--- src/rtl/pt_walker.sv ---
module pt_walker #(
  parameter int ADDR_W  = 32,
  parameter int VPN_W   = 22,
  parameter int OFF_W   = 10,
  parameter int PPN_W   = 20,
  parameter int ENTRY_W = 32
) (
  input  logic                     clk,
  input  logic                     rst_n,
  input  logic                     base_we,
  input  logic [ADDR_W-1:0]        base_wdata,
  input  logic                     walk_req,
  input  logic [VPN_W-1:0]         walk_vpn,
  input  logic [OFF_W-1:0]         walk_off,
  input  logic [2:0]               walk_acc,
  output logic                     walk_ready,
  output logic                     mem_req_valid,
  input  logic                     mem_req_ready,
  output logic [ADDR_W-1:0]        mem_req_addr,
  input  logic                     mem_rsp_valid,
  input  logic [ENTRY_W-1:0]       mem_rsp_data,
  output logic                     done,
  output logic [1:0]               fault,
  output logic [PPN_W-1:0]         ppn,
  output logic [2:0]               rights,
  output logic [PPN_W+OFF_W-1:0]   paddr
);
  localparam int PA_W  = PPN_W + OFF_W;
  localparam int V_BIT = ENTRY_W - 1;
  localparam int R_LO  = ENTRY_W - 4;

  typedef enum logic [2:0] {S_IDLE, S_REQ, S_WAIT, S_CHECK, S_DONE} st_t;
  localparam logic [1:0] F_NONE = 2'd0, F_ABSENT = 2'd1, F_DENIED = 2'd2;

  st_t               st_q;
  logic [ADDR_W-1:0] base_q, wbase_q;
  logic [VPN_W-1:0]  vpn_q;
  logic [OFF_W-1:0]  off_q;
  logic [2:0]        acc_q, ent_rwx_q, res_rwx_q;
  logic              ent_v_q;
  logic [PPN_W-1:0]  ent_ppn_q, res_ppn_q;
  logic [OFF_W-1:0]  res_off_q;
  logic [1:0]        res_fault_q;
  logic [1:0]        chk_fault;
  logic              unused_bits;

  assign unused_bits   = ^mem_rsp_data[R_LO-1:PPN_W];
  assign walk_ready    = (st_q == S_IDLE);
  assign mem_req_valid = (st_q == S_REQ);
  assign mem_req_addr  = wbase_q + ADDR_W'({vpn_q, 2'b00});
  assign done          = (st_q == S_DONE);
  assign fault         = res_fault_q;
  assign ppn           = res_ppn_q;
  assign rights        = res_rwx_q;
  assign paddr         = PA_W'({res_ppn_q, res_off_q});

  always_comb begin
    if (!ent_v_q)                       chk_fault = F_ABSENT;
    else if ((acc_q & ~ent_rwx_q) != 0) chk_fault = F_DENIED;
    else                                chk_fault = F_NONE;
  end

  always_ff @(posedge clk or negedge rst_n) begin
    if (!rst_n) begin
      st_q        <= S_IDLE;
      base_q      <= '0;
      wbase_q     <= '0;
      vpn_q       <= '0;
      off_q       <= '0;
      acc_q       <= '0;
      ent_v_q     <= 1'b0;
      ent_rwx_q   <= '0;
      ent_ppn_q   <= '0;
      res_fault_q <= F_NONE;
      res_ppn_q   <= '0;
      res_rwx_q   <= '0;
      res_off_q   <= '0;
    end else begin
      if (base_we) base_q <= base_wdata;
      case (st_q)
        S_IDLE: if (walk_req) begin
          wbase_q <= base_q;
          vpn_q   <= walk_vpn;
          off_q   <= walk_off;
          acc_q   <= walk_acc;
          st_q    <= S_REQ;
        end
        S_REQ: if (mem_req_ready) st_q <= S_WAIT;
        S_WAIT: if (mem_rsp_valid) begin
          ent_v_q   <= mem_rsp_data[V_BIT];
          ent_rwx_q <= mem_rsp_data[V_BIT-1:R_LO];
          ent_ppn_q <= mem_rsp_data[PPN_W-1:0];
          st_q      <= S_CHECK;
        end
        S_CHECK: begin
          res_fault_q <= chk_fault;
          if (chk_fault == F_NONE) begin
            res_ppn_q <= ent_ppn_q;
            res_rwx_q <= ent_rwx_q;
            res_off_q <= off_q;
          end
          st_q <= S_DONE;
        end
        default: begin
          res_fault_q <= F_NONE;
          res_ppn_q   <= '0;
          res_rwx_q   <= '0;
          res_off_q   <= '0;
          st_q        <= S_IDLE;
        end
      endcase
    end
  end

  AST_REQ_HOLD: assert property (@(posedge clk) disable iff (!rst_n)
    mem_req_valid && !mem_req_ready |=> mem_req_valid && $stable(mem_req_addr));
  AST_ONE_REQ: assert property (@(posedge clk) disable iff (!rst_n)
    mem_req_valid && mem_req_ready |=> !mem_req_valid);
  AST_DONE_PULSE: assert property (@(posedge clk) disable iff (!rst_n)
    done |=> !done);
  AST_FAULT_WITH_DONE: assert property (@(posedge clk) disable iff (!rst_n)
    !done |-> fault == F_NONE);
  AST_FAULT_NO_XLATE: assert property (@(posedge clk) disable iff (!rst_n)
    done && fault != F_NONE |-> ppn == '0 && rights == '0 && paddr == '0);
  AST_IDLE_QUIET: assert property (@(posedge clk) disable iff (!rst_n)
    walk_ready |-> !mem_req_valid && !done);
  AST_ADDR_FROZEN: assert property (@(posedge clk) disable iff (!rst_n)
    mem_req_valid && $past(mem_req_valid) |-> $stable(mem_req_addr));
endmodule

--- config.mk ---
export PLATFORM = sky130hd
export DESIGN_NAME = pt_walker
export DESIGN_NICKNAME = d
export VERILOG_FILES = /design/src/rtl/pt_walker.sv
export SDC_FILE = /design/constraint.sdc
export NUM_CORES = 1
export LEC_CHECK = 0
export BUFFER_PORTS_ARGS = -buffer_cell sky130_fd_sc_hd__clkbuf_2
export CORE_MARGIN = 2
export CORE_UTILIZATION = 53
export CTS_CLUSTER_SIZE = 20
export DETAILED_ROUTE_END_ITERATION = 7
export PLACE_DENSITY = 0.86
export SYNTH_ARGS = -nofsm -noshare
export SYNTH_HDL_FRONTEND = slang
export SYNTH_SLANG_ARGS = --single-unit
--- constraint.sdc ---
create_clock -name clk -period 2.7 [get_ports clk]
set_clock_uncertainty 0.1 [all_clocks]
set_input_delay 0.27 -clock clk [delete_from_list [all_inputs] [get_ports clk]]
set_output_delay 0.27 -clock clk [all_outputs]
set_load 0.03 [all_outputs]
; ---- After elaboration in Yosys (flattened, before gate mapping)
; Cells that the tools add are included.
[word_totals]
reg_bits = 161
input_bits = 105
output_inout_bits = 90
word_cells = 46
[classes]
add_sub_neg = 1
eq_ne = 8
muxes = 13
bitwise_logic = 3
reduce_logical = 8
[ops]
columns = operator, n
row1 = $pmux 20 s2, 1
row2 = $add 32x24->32, 1
row3 = $and 3x32->32, 1
row4 = $not 3->32, 1
row5 = $reduce_bool 32->1, 1
row6 = $mux 20, 1
row7 = $pmux 10 s2, 1
row8 = $mux 3, 4
row9 = $pmux 3 s4, 1
row10 = $mux 10, 1
row11 = $eq 3x2->1 const B, 2
row12 = $ne 2x2->1 const B, 3
row13 = $pmux 3 s2, 1
row14 = $reduce_and 2->1, 3
row15 = $mux 2, 2
row16 = $pmux 2 s2, 1
row17 = $eq 3x1->1 const B, 1
row18 = $eq 3x3->1 const B, 1
row19 = $logic_not 3->1, 1
row20 = $reduce_and 3->1, 1
row21 = $reduce_or 3->1, 1
row22 = $logic_not 2->1, 1
row23 = $ne 2x1->1 const B, 1
row24 = $not 1->1, 1

; ---- Logic depth before layout (Yosys ltp)
; Gate-level depths: netlist of the first run.
[depth]
depth_word = 8
ltp_mapped = 9
depth_no_buf = 9

; ---- Worst setup path before layout of the first run
; OpenSTA, ideal clock, no wires.
[synth_timing]
kind = register to output
start = reg wbase_q[2]
end = out mem_req_addr[28]
arrival_time_ns = 2.430
t_required_ns = 2.330
slack_ns = -0.100
stages_incl_launch_ff = 10
n_path_buf = 0
cell_sequence = dfrtp_1 -> ha_1 -> inv_1 -> fa_1 -> nand2b_1 -> a21oi_1 -> o21ai_0 -> a211o_1 -> a211oi_2 -> xor2_1
[synth_via]
elab_chain_cells = 1
[synth_lines]
columns = item, line_no
row1 = "start, declared", 36  ; logic [ADDR_W-1:0] base_q, wbase_q;
row2 = "start signal, assigned", 82  ; wbase_q <= base_q;
row3 = $add 32x24->32, 50  ; assign mem_req_addr = wbase_q + ADDR_W'({vpn_q, 2'b00});
row4 = "end, declared", 19  ; output logic [ADDR_W-1:0] mem_req_addr,
; Every way passes these cells.

; ---- Final worst setup path of the first run
[layout_timing]
start = reg wbase_q[15]
end = out mem_req_addr[30]
; Same word-level chain as after synthesis.

==> results of run 1 <==
==> logic make-up (layout without fill, tap and decap cells) <==
kind of cell,count (synthesis),count (layout),share of synthesized area (%)
xor gates and xnor gates,28,28,3.22
DFF,161,161,52.9
adders and majority gates,23,23,3.88
other,0,2,0
buffers and inverters,68,371,4.86
and+or+nand+nor,150,150,9.10
AOI/OAI and AO/OA,112,112,8.51
muxes,119,119,17.6
==> metrics by stage <==
stage | setup slack, ns | util (%) | instances
floorplan | 0.0116 | - | 661
global placement | -0.0795 | 63.0 | 1004
detailed placement | -0.147 | 63.0 | 1004
CTS | -0.484 | 77.4 | 1132
global route | -0.908 | 81.4 | 1145
finish | -0.862 | 81.4 | 1146
==> layout make-up <==
cell class	count	area [µm²]
Timing Repair Buffer	328	2510
Tap cell	180	225
Sequential cell	161	4030
Fill cell	656	2610
Antenna cell	2	5.00
Clock inverter	14	154
Inverter	11	41.3
Clock buffer	18	439
Multi-Input combinational cell	432	3980
==> state kept, by name, indices dropped and copies added (netlist names), 10 cells and up <==
signal	cells
vpn_q	22
base_q	32
res_off_q	10
wbase_q	32
ent_ppn_q	20
off_q	10
ppn	20
==> cell usage after synthesis, types with 2 or more instances <==
cell type / instances
dfrtp_1: 161
mux2_2: 118
nand2_1: 90
o21ai_0: 54
a21oi_1: 30
buf_4: 25
ha_1: 22
buf_2: 16
xnor2_1: 15
nor2_1: 13
xor2_1: 13
clkbuf_1: 12
inv_1: 11
nand3_1: 8
nand2b_1: 7
nand4_1: 7
and2_1: 6
o211ai_1: 6
a211oi_1: 4
a31oi_1: 4
nor3b_1: 4
a41oi_1: 3
and3_1: 3
buf_1: 3
a21o_1: 2
and3_4: 2
nand3b_1: 2
nor2b_1: 2
nor3_1: 2
o31ai_1: 2
==> critical path, stage by stage, from the launching register on <==
cell and delay (ns):
dfrtp_1 0.40, ha_1 0.35, buf_4 0.21, a21oi_1 0.39
o21ai_0 0.32, and2_1 0.31, o31ai_2 0.30, xnor2_2 0.26
buf_6 0.22
==> routing by layer <==
metal,track usage (%),vias to the layer above,wire [µm]
met5,0,-,57
met4,16.8,4,2110
met3,10.7,222,3610
met2,54.3,648,14000
met1,36.5,3472,10100
li1,-,2867,-
==> worst max-delay path by stage <==
| stage | start | to | cells after the start |
|---|---|---|---|
| final | wbase_q[15]$_DFFE_PN0P_ | mem_req_addr[30] | 8 |
| after global routing | vpn_q[0]$_DFFE_PN0P_ | mem_req_addr[30] | 12 |
| after CTS | wbase_q[2]$_DFFE_PN0P_ | mem_req_addr[28] | 10 |
| after detailed placement | wbase_q[2]$_DFFE_PN0P_ | mem_req_addr[28] | 10 |
| after global placement | wbase_q[2]$_DFFE_PN0P_ | mem_req_addr[28] | 10 |
| after floorplan | wbase_q[2]$_DFFE_PN0P_ | mem_req_addr[20] | 9 |
==> what timing repair did <==
item	4_1_cts	5_1_grt
hold buffers	85	1
pin swaps	38	41
buffers inserted	11	12
endpoints found under the hold margin	123	1
resized for setup	98	103
endpoints found under the setup margin	23	25
==> results by group, run 1 <==
Run status
  – Status: finished with violations
  – Failing checks: setup timing

Cells and area
  – Ratio of cells with drive above 1 in the final layout: 50.2%
  – Commonest non-fill, non-tap cells in the layout: 161 x dfrtp_1, 160 x clkbuf_2, 118 x mux2_2
  – Most common library cell in the layout ignoring fill and taps: dfrtp_1
  – Area growth, synth to finish: 49.4%
  – Post-Layout Inst Area: 0.0114 mm²
  – Fin nets: 1079

Synthesis
  – Post-synthesis cell type count: 44
  – Share of the yosys chip area belonging to registers: ~53%
  – Yosys top cell by area: dfrtp_1
  – FF+latch count, synth: 161
  – Post-synth EDFFs: 0
  – Post-synth ARST share: between 90% and 100%
  – Main synth FF type: dfrtp_1
  – Yosys warning count: 0
  – Post-synthesis cell area: 0.00762 mm²
  – Gate Count Post-Synth: 661
  – Leading cell types by total area after synthesis: dfrtp_1 53%, mux2_2 17%, nand2_1 4.4%, ha_1 3.6%, o21ai_0 3.5%
  – Syn nets: about 790
  – Mean Syn Cell Area: 11.5 µm²
  – Post-synth top area share: between 50% and 60%

Clock network
  – H-Tree Depth: 4
  – Root Buffer: clkbuf_16
  – CTS sink count: between 150 and 200
  – Clock Latency Late Sink: between 0.4 and 0.5 ns
  – CTS clk-pin slew, worst paths: 0.07 ns
  – CTS tree: built
  – CTS buffer count: 17
  – Maximum root-to-sink buffer count: 2

Placement
  – GPL Wtd Cong: ~0.9
  – Area after DPL: about 0.0088 mm²
  – Detail Placement HPWL: 12200 µm
  – Port Buf Inserts: 186

STA
  – Fmax: 0.281 GHz
  – Worst slew margin: 35.2%
  – Smallest hold slack: 0.0316 ns
  – TNS Setup: -12.20 ns
  – Unrepaired setup endpoints after global routing: yes
  – Tmin final: between 3 and 4 ns
  – Final WS setup: -0.862 ns
  – Final hold viol count: 0
  – Tcrit/Tclk final: 132%
  – Final setup viols: 25
  – Worst Max-Slew Pin Slew: 0.972 ns
  – Max Transition Viols Final: 0

Flow run
  – Max Cap Viol: 0

Worst hold path
  – Hold path depth: 2
  – Hold path startpoint: base_wdata[14]
  – Hold endpoint: base_q[14]$_DFFE_PN0P_
  – Hold Crit Class: input port to flop

Detailed routing
  – Pre-antenna DRT Iters: 8
  – Routed Antenna Nets: 0
  – DRC: 0
  – DR vias: 7213
  – Vias per inst: 6.29
  – 1st-iter DRT viols: 716
  – WL final: 29900 µm
  – Drt wl/cell: 26.1 µm

Worst setup path
  – Setup CP Type: flop to output port
  – CP required: 2.33 ns
  – Nature of the critical path endpoint: output port
  – FF-to-FF Start: acc_q[0]$_DFFE_PN0P_
  – CP arrival: around 3.2 ns
  – Crit start category: flop
  – Reg-to-Reg End: res_off_q[5]$_DFFE_PN0P_
  – Critical Path Fanout Max: 7
  – Reg2reg path depth: 4
  – Reg-to-reg setup timing slack: approximately 0.54 ns

Die
  – Site Rows: 43
  – Initial Utilization: 54.5%
  – Die area: 0.0154 mm²
  – Chip width: 124 µm
  – Die Span Y: 124 µm
  – Boundary Pins: 195
  – Core area: 0.0140 mm²

Global route
  – Grt total ovfl: 0
  – Largest net degree at the start of global routing: 67
  – First-pass GRT wire length: approximately 37000 µm
  – Tot GR Track Use: about a third
  – Number of global-route vias before repair: 6939
  – Initial antenna violation count: 3
Power of run 1 is left out: the tool's default activity adds up to more than one toggle a clock period on the data nets, which glitch-free logic cannot reach.
==> inputs of run 2 (changes only) <==
- BUFFER_PORTS_ARGS: -buffer_cell sky130_fd_sc_hd__clkbuf_2 -> unset
- CORE_UTILIZATION: 53 -> 57
- DONT_BUFFER_PORTS: unset -> 1
- PLACE_DENSITY: 0.86 -> 0.78
==> run 2 against run 1 <==
The flow finishes with violations (hold timing, setup timing). Clock-buffer cell count grew 1. Critical path depth is 1 higher. Register-to-register slack improved by 0.06 ns. Die area is 6.8% lower. Critical path type unchanged.
==> results by group, run 2 (same netlist as run 1, synthesis figures left out) <==
Run status
  – Status: finished with violations
  – Failing checks: hold timing, setup timing

Cells and area
  – Area occupied by multi-input gates: 0.00390 mm² (-2.0%)
  – Reg area: 0.00403 mm² (unchanged)
  – Fill cell count: 578 (-12%)
  – Final core occ: 82.6% (+1.2 points)
  – Biggest regs: base_q (32), wbase_q (32), vpn_q (22)
  – Most common library cell in the layout ignoring fill and taps: dfrtp_1
  – Fin nets: 975 (-9.6%)
  – Antenna cell count: 0 (-2)
  – Commonest non-fill, non-tap cells in the layout: 161 x dfrtp_1, 125 x dlygate4sd3_1, 118 x mux2_2
  – Post-Layout Inst Area: 0.0109 mm² (-4.7%)
  – Ratio of cells with drive above 1 in the final layout: 39.4% (-11 points)
  – Area growth, synth to finish: 42.4%

Worst setup path
  – CP required: 2.33 ns (about the same)
  – CP cell instances: ha_4 -> buf_4 -> a21oi_1 -> o21ai_0 -> nor2_1 -> a21oi_2 -> a31oi_1 -> xnor2_1 -> buf_4
  – Setup CP Type: flop to output port
  – CP most frequent cell: buf_4
  – Critical Path Fanout Max: 3 (-4)
  – CP arrival: 2.99 ns (-0.20 ns)
  – Slowest CP cell: a21oi_1
  – Max stage delay on crit path: 0.47 ns (+0.07 ns)
  – Crit start category: flop
  – Nature of the critical path endpoint: output port

Global route
  – Grt total ovfl: 0 (unchanged)
  – Largest net degree at the start of global routing: 162 (+140%)
  – First-pass GRT wire length: 35500 µm (-3.7%)
  – Tot GR Track Use: 32.0% (-0.21 points)
  – Initial antenna violation count: 0 (-3)
  – Number of global-route vias before repair: 6750 (-2.7%)

STA
  – Final setup viols: 25 (unchanged)
  – Tcrit/Tclk final: 125% (-7.4 points)
  – Worst slew margin: 45.8% (+11 points)
  – Final WS setup: -0.663 ns (+0.199 ns)
  – Max Transition Viols Final: 0 (unchanged)
  – Worst Max-Slew Pin Slew: 0.807 ns (-0.166 ns)
  – Final hold viol count: 161 (+161)
  – Smallest hold slack: -0.572 ns (-0.603 ns)
  – Tmin final: 3.36 ns (-0.199 ns)
  – Fmax: 0.297 GHz (+5.9%)
  – Unrepaired setup endpoints after global routing: yes

Detailed routing
  – Pre-antenna DRT Iters: 8 (unchanged)
  – DR vias: 6432 (-11%)
  – Drt wl/cell: 24.8 µm (-5.0%)
  – WL final: 25700 µm (-14%)
  – DRC: 0 (unchanged)
  – Vias per inst: 6.21 (-1.4%)
  – Routed Antenna Nets: 0 (unchanged)
  – 1st-iter DRT viols: 659 (-8.0%)

Flow run
  – Max Cap Viol: 0 (unchanged)

Placement
  – GPL Wtd Cong: 0.917 (+2.6%)
  – Detail Placement HPWL: 11200 µm (-8.3%)
  – Area after DPL: 0.00800 mm² (-9.2%)
  – Port Buf Inserts: 0 (-100%)

Clock network
  – CTS tree: built
  – Clock Latency Late Sink: 0.43 ns (about the same)
  – Root Buffer: clkbuf_16
  – CTS sink count: 161 (unchanged)
  – Maximum root-to-sink buffer count: 2 (unchanged)
  – CTS buffer count: 17 (unchanged)
  – CTS clk-pin slew, worst paths: 0.07 ns (about the same)
  – Cts hold-fix bufs: 125 (+47%)
  – H-Tree Depth: 4 (unchanged)

Die
  – Chip width: 120 µm (-3.5%)
  – Site Rows: 42 (-2.3%)
  – Die area: 0.0143 mm² (-6.8%)
  – Core area: 0.0131 mm² (-6.1%)
  – Boundary Pins: 195 (unchanged)
  – Die Span Y: 120 µm (-3.5%)
  – Initial Utilization: 58.0% (+3.5 points)

Worst hold path
  – Hold Crit Class: input port to asynchronous set/reset pin
[run 2: cell types whose count changed in the layout (fill, tap and decap cells not counted), moves of 7 or more]
| cell | delta |
|---|---|
| clkbuf_2 | -160 |
| xnor2_2 | -7 |
| xnor2_1 | +8 |
| buf_6 | -16 |
| dlygate4sd3_1 | +39 |
| buf_4 | +42 |
[run 2: critical path, delay by kind of cell (launching register included)]
kind / cells / cell delay, ns
adder cells (fa/ha/maj): 1 / 0.26
XOR/XNOR: 1 / 0.16
buffers and inverters: 2 / 0.35
flip-flops: 1 / 0.41
AO/OA/AOI/OAI: 4 / 1.14
AND/OR/NAND/NOR: 1 / 0.24
[run 2: timing repair]
action,in CTS,in global routing
endpoints found under the setup margin,22,24
hold endpoints to repair,254,161
pin swaps,50,45
setup buffers,20,23
resized for setup,70,58
[run 2: cell type report]
cell class,count,area share [%]
repair buffers,224,19.2
clock buffers,19,4.17
flip-flops and latches,161,37.1
well taps,176,2.03
multi-input cells,432,35.9
clock inverters,13,1.16
inverters,11,0.380
[run 2: routing by layer]
metal  wire length (µm)  up-vias  GRT usage [%]
met2              13100      488           56.8
met3               2170      168           8.70
met1               9010     3125           35.1
met4               1460        0           16.2
li1                   -     2651              -
met5                  0        -              0
[run 2: final timing paths]
kind / from / endpoint / slack, ns / cells after the start
min in group clk: walk_req / st_q[0]$_DFFE_PN0P_ / 0.09 / 4
max reg2reg: st_q[2]$_DFFE_PN0P_ / vpn_q[6]$_DFFE_PN0P_ / 0.60 / 4
min: rst_n / base_q[2]$_DFFE_PN0P_ / -0.57 / 0
max: vpn_q[9]$_DFFE_PN0P_ / mem_req_addr[22] / -0.66 / 9
min reg2reg: ent_ppn_q[0]$_DFFE_PN0P_ / ent_ppn_q[0]$_DFFE_PN0P_ / 0.41 / 1
max in group asynchronous: rst_n / ent_ppn_q[1]$_DFFE_PN0P_ / 2.76 / 0
[run 2: through the flow]
step                worst slack, ns  cells  TNS [ns]
floorplan                    0.0116    661         0
global placement            -0.0744    838    -0.105
detailed placement           -0.139    838    -0.408
CTS                          -0.412   1014     -3.60
global route                 -0.751   1036    -10.54
finish                       -0.663   1036     -8.62
Power of run 2 is left out for the same reason.
==> inputs of run 3 (changes only) <==
- ABC_AREA: unset -> 1
==> run 3 against run 2 <==
The flow finishes with violations (hold timing). Clock-buffer cell count increased by 2. Synthesized cell count increased by 47%. Cell area decreased by 5.3%. First-iteration DRC count decreased by 29%. Setup slack improved by 0.72 ns. Critical path depth increased by 3. Worst hold slack improved by 0.027 ns. Sequential share of layout area increased by 2.1 points. Non-clock buffer count decreased by 109. Critical path type unchanged. Critical endpoint is now mem_req_addr[24].
==> results by group, run 3 <==
Synthesis
  – Post-synthesis cell type count: 31 (-30%)
  – Mean Syn Cell Area: 8.56 µm² (-26%)
  – Post-synth ARST share: 100% (unchanged)
  – Share of the yosys chip area belonging to registers: 48.4% (-4.5 points)
  – Syn nets: 1100 (+39%)
  – Post-synthesis cell area: 0.00832 mm² (+9.2%)
  – Synth top cells by count: 249 x nand2_1, 161 x dfrtp_1, 157 x inv_1, 92 x o21ai_0, 63 x nand3_1
  – FF+latch count, synth: 161 (unchanged)
  – Leading cell types by total area after synthesis: dfrtp_1 48%, nand2_1 11%, inv_1 7.1%, o21ai_0 5.5%, mux2_2 4.3%
  – Post-synth top area share: 48.4% (-4.5 points)
  – Main synth FF type: dfrtp_1
  – Yosys top cell by area: dfrtp_1
  – Gate Count Post-Synth: 972 (+47%)
  – Most common cell in the netlist: nand2_1
  – Post-synth EDFFs: 0 (unchanged)
  – Yosys warning count: 0 (unchanged)

Worst setup path
  – FF-to-FF Start: st_q[2]$_DFFE_PN0P_
  – CP required: 2.33 ns (about the same)
  – Max stage delay on crit path: 0.41 ns (-0.06 ns)
  – Reg-to-Reg End: vpn_q[13]$_DFFE_PN0P_
  – Reg-to-reg setup timing slack: 0.57 ns (-0.03 ns)
  – Crit path to: mem_req_addr[24]
  – Slowest CP cell: dfrtp_1
  – Critical Path Fanout Max: 4 (+1)
  – Crit start category: flop
  – CP most frequent cell: nand2_1
  – Reg2reg path depth: 6 (+2)
  – Worst setup path startpoint: wbase_q[2]$_DFFE_PN0P_
  – CP cell instances: ha_4 -> inv_1 -> fa_2 -> inv_1 -> nand3_1 -> nand3_2 -> nand2_1 -> nand2_2 -> nand2_1 -> nand3_1 -> nand2_1 -> nand2_4
  – Setup CP Type: flop to output port
  – Nature of the critical path endpoint: output port
  – CP arrival: 2.27 ns (-0.72 ns)

Placement
  – Pre-CTS WS: 0.230 ns (+0.369 ns)
  – DP Cell Count: 1121 (+34%)
  – Detail Placement HPWL: 12700 µm (+13%)
  – Port Buf Inserts: 0 (unchanged)
  – GPL Wtd Cong: 0.893 (-2.6%)

Die
  – Chip width: 125 µm (+4.4%)
  – Die Span Y: 125 µm (+4.4%)
  – Boundary Pins: 195 (unchanged)
  – Die area: 0.0156 mm² (+8.9%)
  – Initial Utilization: 57.7% (-0.31 points)
  – Core area: 0.0144 mm² (+9.8%)
  – Site Rows: 44 (+4.8%)

Detailed routing
  – DRC: 0 (unchanged)
  – Pre-antenna DRT Iters: 4 (-4)
  – DR vias: 6705 (+4.2%)
  – Vias per inst: 5.36 (-14%)
  – Drt wl/cell: 16.1 µm (-35%)
  – 1st-iter DRT viols: 467 (-29%)
  – WL final: 20200 µm (-22%)
  – Routed Antenna Nets: 0 (unchanged)

Pwr
  – Power after layout: 14800 µW
  – Leak pwr: 0.00504 µW
  – Max IR drop VDD: 0.822 mV
  – P per Cell Area: 1440 mW/mm²

Clock network
  – Root Buffer: clkbuf_16
  – CTS sink count: 161 (unchanged)
  – Maximum root-to-sink buffer count: 2 (unchanged)
  – H-Tree Depth: 4 (unchanged)
  – CTS tree: built
  – Clock Latency Late Sink: 0.41 ns (-0.02 ns)
  – CTS clk-pin slew, worst paths: 0.06 ns (about the same)
  – CTS buffer count: 17 (unchanged)
  – Cts hold-fix bufs: 94 (-25%)

Global route
  – Number of global-route vias before repair: 6680 (-1.0%)
  – Grt total ovfl: 0 (unchanged)
  – First-pass GRT wire length: 32500 µm (-8.2%)
  – Tot GR Track Use: 26.3% (-5.7 points)
  – Initial antenna violation count: 2 (+2)
  – Largest net degree at the start of global routing: 162 (unchanged)

Cells and area
  – Fin nets: 1181 (+21%)
  – Reg area: 0.00403 mm² (unchanged)
  – Most common library cell in the layout ignoring fill and taps: nand2_1
  – Area growth, synth to finish: 23.5%
  – Fill cell count: 1030 (+78%)
  – Area occupied by multi-input gates: 0.00365 mm² (-6.2%)
  – Ratio of cells with drive above 1 in the final layout: 15.5% (-24 points)
  – Finished Layout Cells: 1252 (+21%)
  – Biggest regs: base_q (32), wbase_q (32), vpn_q (22)
  – Final core occ: 71.2% (-11 points)
  – Commonest non-fill, non-tap cells in the layout: 225 x nand2_1, 161 x dfrtp_1, 157 x inv_1

STA
  – Tmin final: 2.64 ns (-0.725 ns)
  – Final hold viol count: 161 (unchanged)
  – TNS Setup: 0 ns (+8.62 ns)
  – Worst Max-Slew Pin Slew: 0.665 ns (-0.142 ns)
  – Max Transition Viols Final: 0 (unchanged)
  – Worst slew margin: 55.5% (+9.7 points)
  – Unrepaired setup endpoints after global routing: yes
  – Smallest hold slack: -0.545 ns (+0.0265 ns)
  – Fmax: 0.379 GHz (+27%)
  – Final WS setup: 0.0620 ns (+0.725 ns)
  – Tcrit/Tclk final: 97.7% (-27 points)
  – Final setup viols: 0 (-100%)

Flow run
  – Max Cap Viol: 0 (unchanged)

Worst hold path
  – Hold Crit Class: input port to asynchronous set/reset pin

Run status
  – Status: finished with violations
  – Failing checks: hold timing
run 3: changes by cell type after synthesis, sizes merged, moves of 7 or more:
cell	before	now
xnor2	15	1
o21ai	54	100
nand2b	7	0
nand3	8	64
mux2	118	54
inv	11	158
nor2	13	44
nand2	91	249
nor3	2	10
run 3: cell families after synthesis:
logic type | Yosys count | synth area share, %
simple gates | 376 | 18.7
buf+inv | 211 | 11.3
flops | 161 | 48.4
compound gates | 134 | 8.39
mux | 54 | 8.30
fa+ha+maj | 23 | 3.55
xor+xnor | 13 | 1.37
run 3: power breakdown:
| group | total [µW] | internal [µW] | switching (µW) | leakage [µW] |
|---|---|---|---|---|
| Combinational | 7210 | 2710 | 4500 | 0.00274 |
| Sequential | 5020 | 3360 | 1660 | 0.00201 |
| Clock | 2560 | 1590 | 976 | 0.000298 |
| Total | 14800 | 7660 | 7140 | 0.00504 |
run 3: cell type report:
cell class	instances	area share, %
Sequential cell	161	39.2
Clock buffer	21	4.38
Tap cell	184	2.24
Antenna cell	2	0.0487
Timing Repair Buffer	115	11.0
Inverter	158	5.77
Multi-Input combinational cell	600	35.6
Clock inverter	11	1.74
run 3: stage by stage:
stage	area [µm²]	hold slack, ns
6_report	10300	-0.545
5_1_grt	10300	-0.579
3_3_place_gp	8380	-0.123
3_5_place_dp	8380	-0.121
2_1_floorplan	8320	-0.126
4_1_cts	10000	-0.572
run 3: critical path, delay by kind of cell, from the launching register on:
family / cells / cell delay [ns]
and+or+nand+nor: 8 / 0.77
adders and majority gates: 2 / 0.54
DFF: 1 / 0.41
buffers and inverters: 2 / 0.14
run 3: worst min path at each step:
stage,cells after the start,start,to,slack (ns)
2_1_floorplan,0,rst_n,acc_q[0]$_DFFE_PN0P_,-0.13
3_3_place_gp,0,rst_n,vpn_q[20]$_DFFE_PN0P_,-0.12
3_5_place_dp,0,rst_n,vpn_q[20]$_DFFE_PN0P_,-0.12
4_1_cts,0,rst_n,vpn_q[20]$_DFFE_PN0P_,-0.57
5_1_grt,0,rst_n,vpn_q[20]$_DFFE_PN0P_,-0.58
6_report,0,rst_n,base_q[26]$_DFFE_PN0P_,-0.55
run 3: what timing repair did:
item,CTS,global route
gates resized for setup,14,50
setup buffers,0,3
endpoints found under the hold margin,254,161
endpoints found under the setup margin,11,19
pin swaps,1,5
run 3: per-layer routing:
metal | GRT usage (%) | share of wire [%] | up-vias
met5 | 0 | 0 | -
met4 | 12.0 | 3.2 | 0
met3 | 6.96 | 6.5 | 53
met2 | 43.9 | 49 | 222
met1 | 31.9 | 41 | 3214
li1 | - | - | 3216
(Power assumes the default switching activity.)
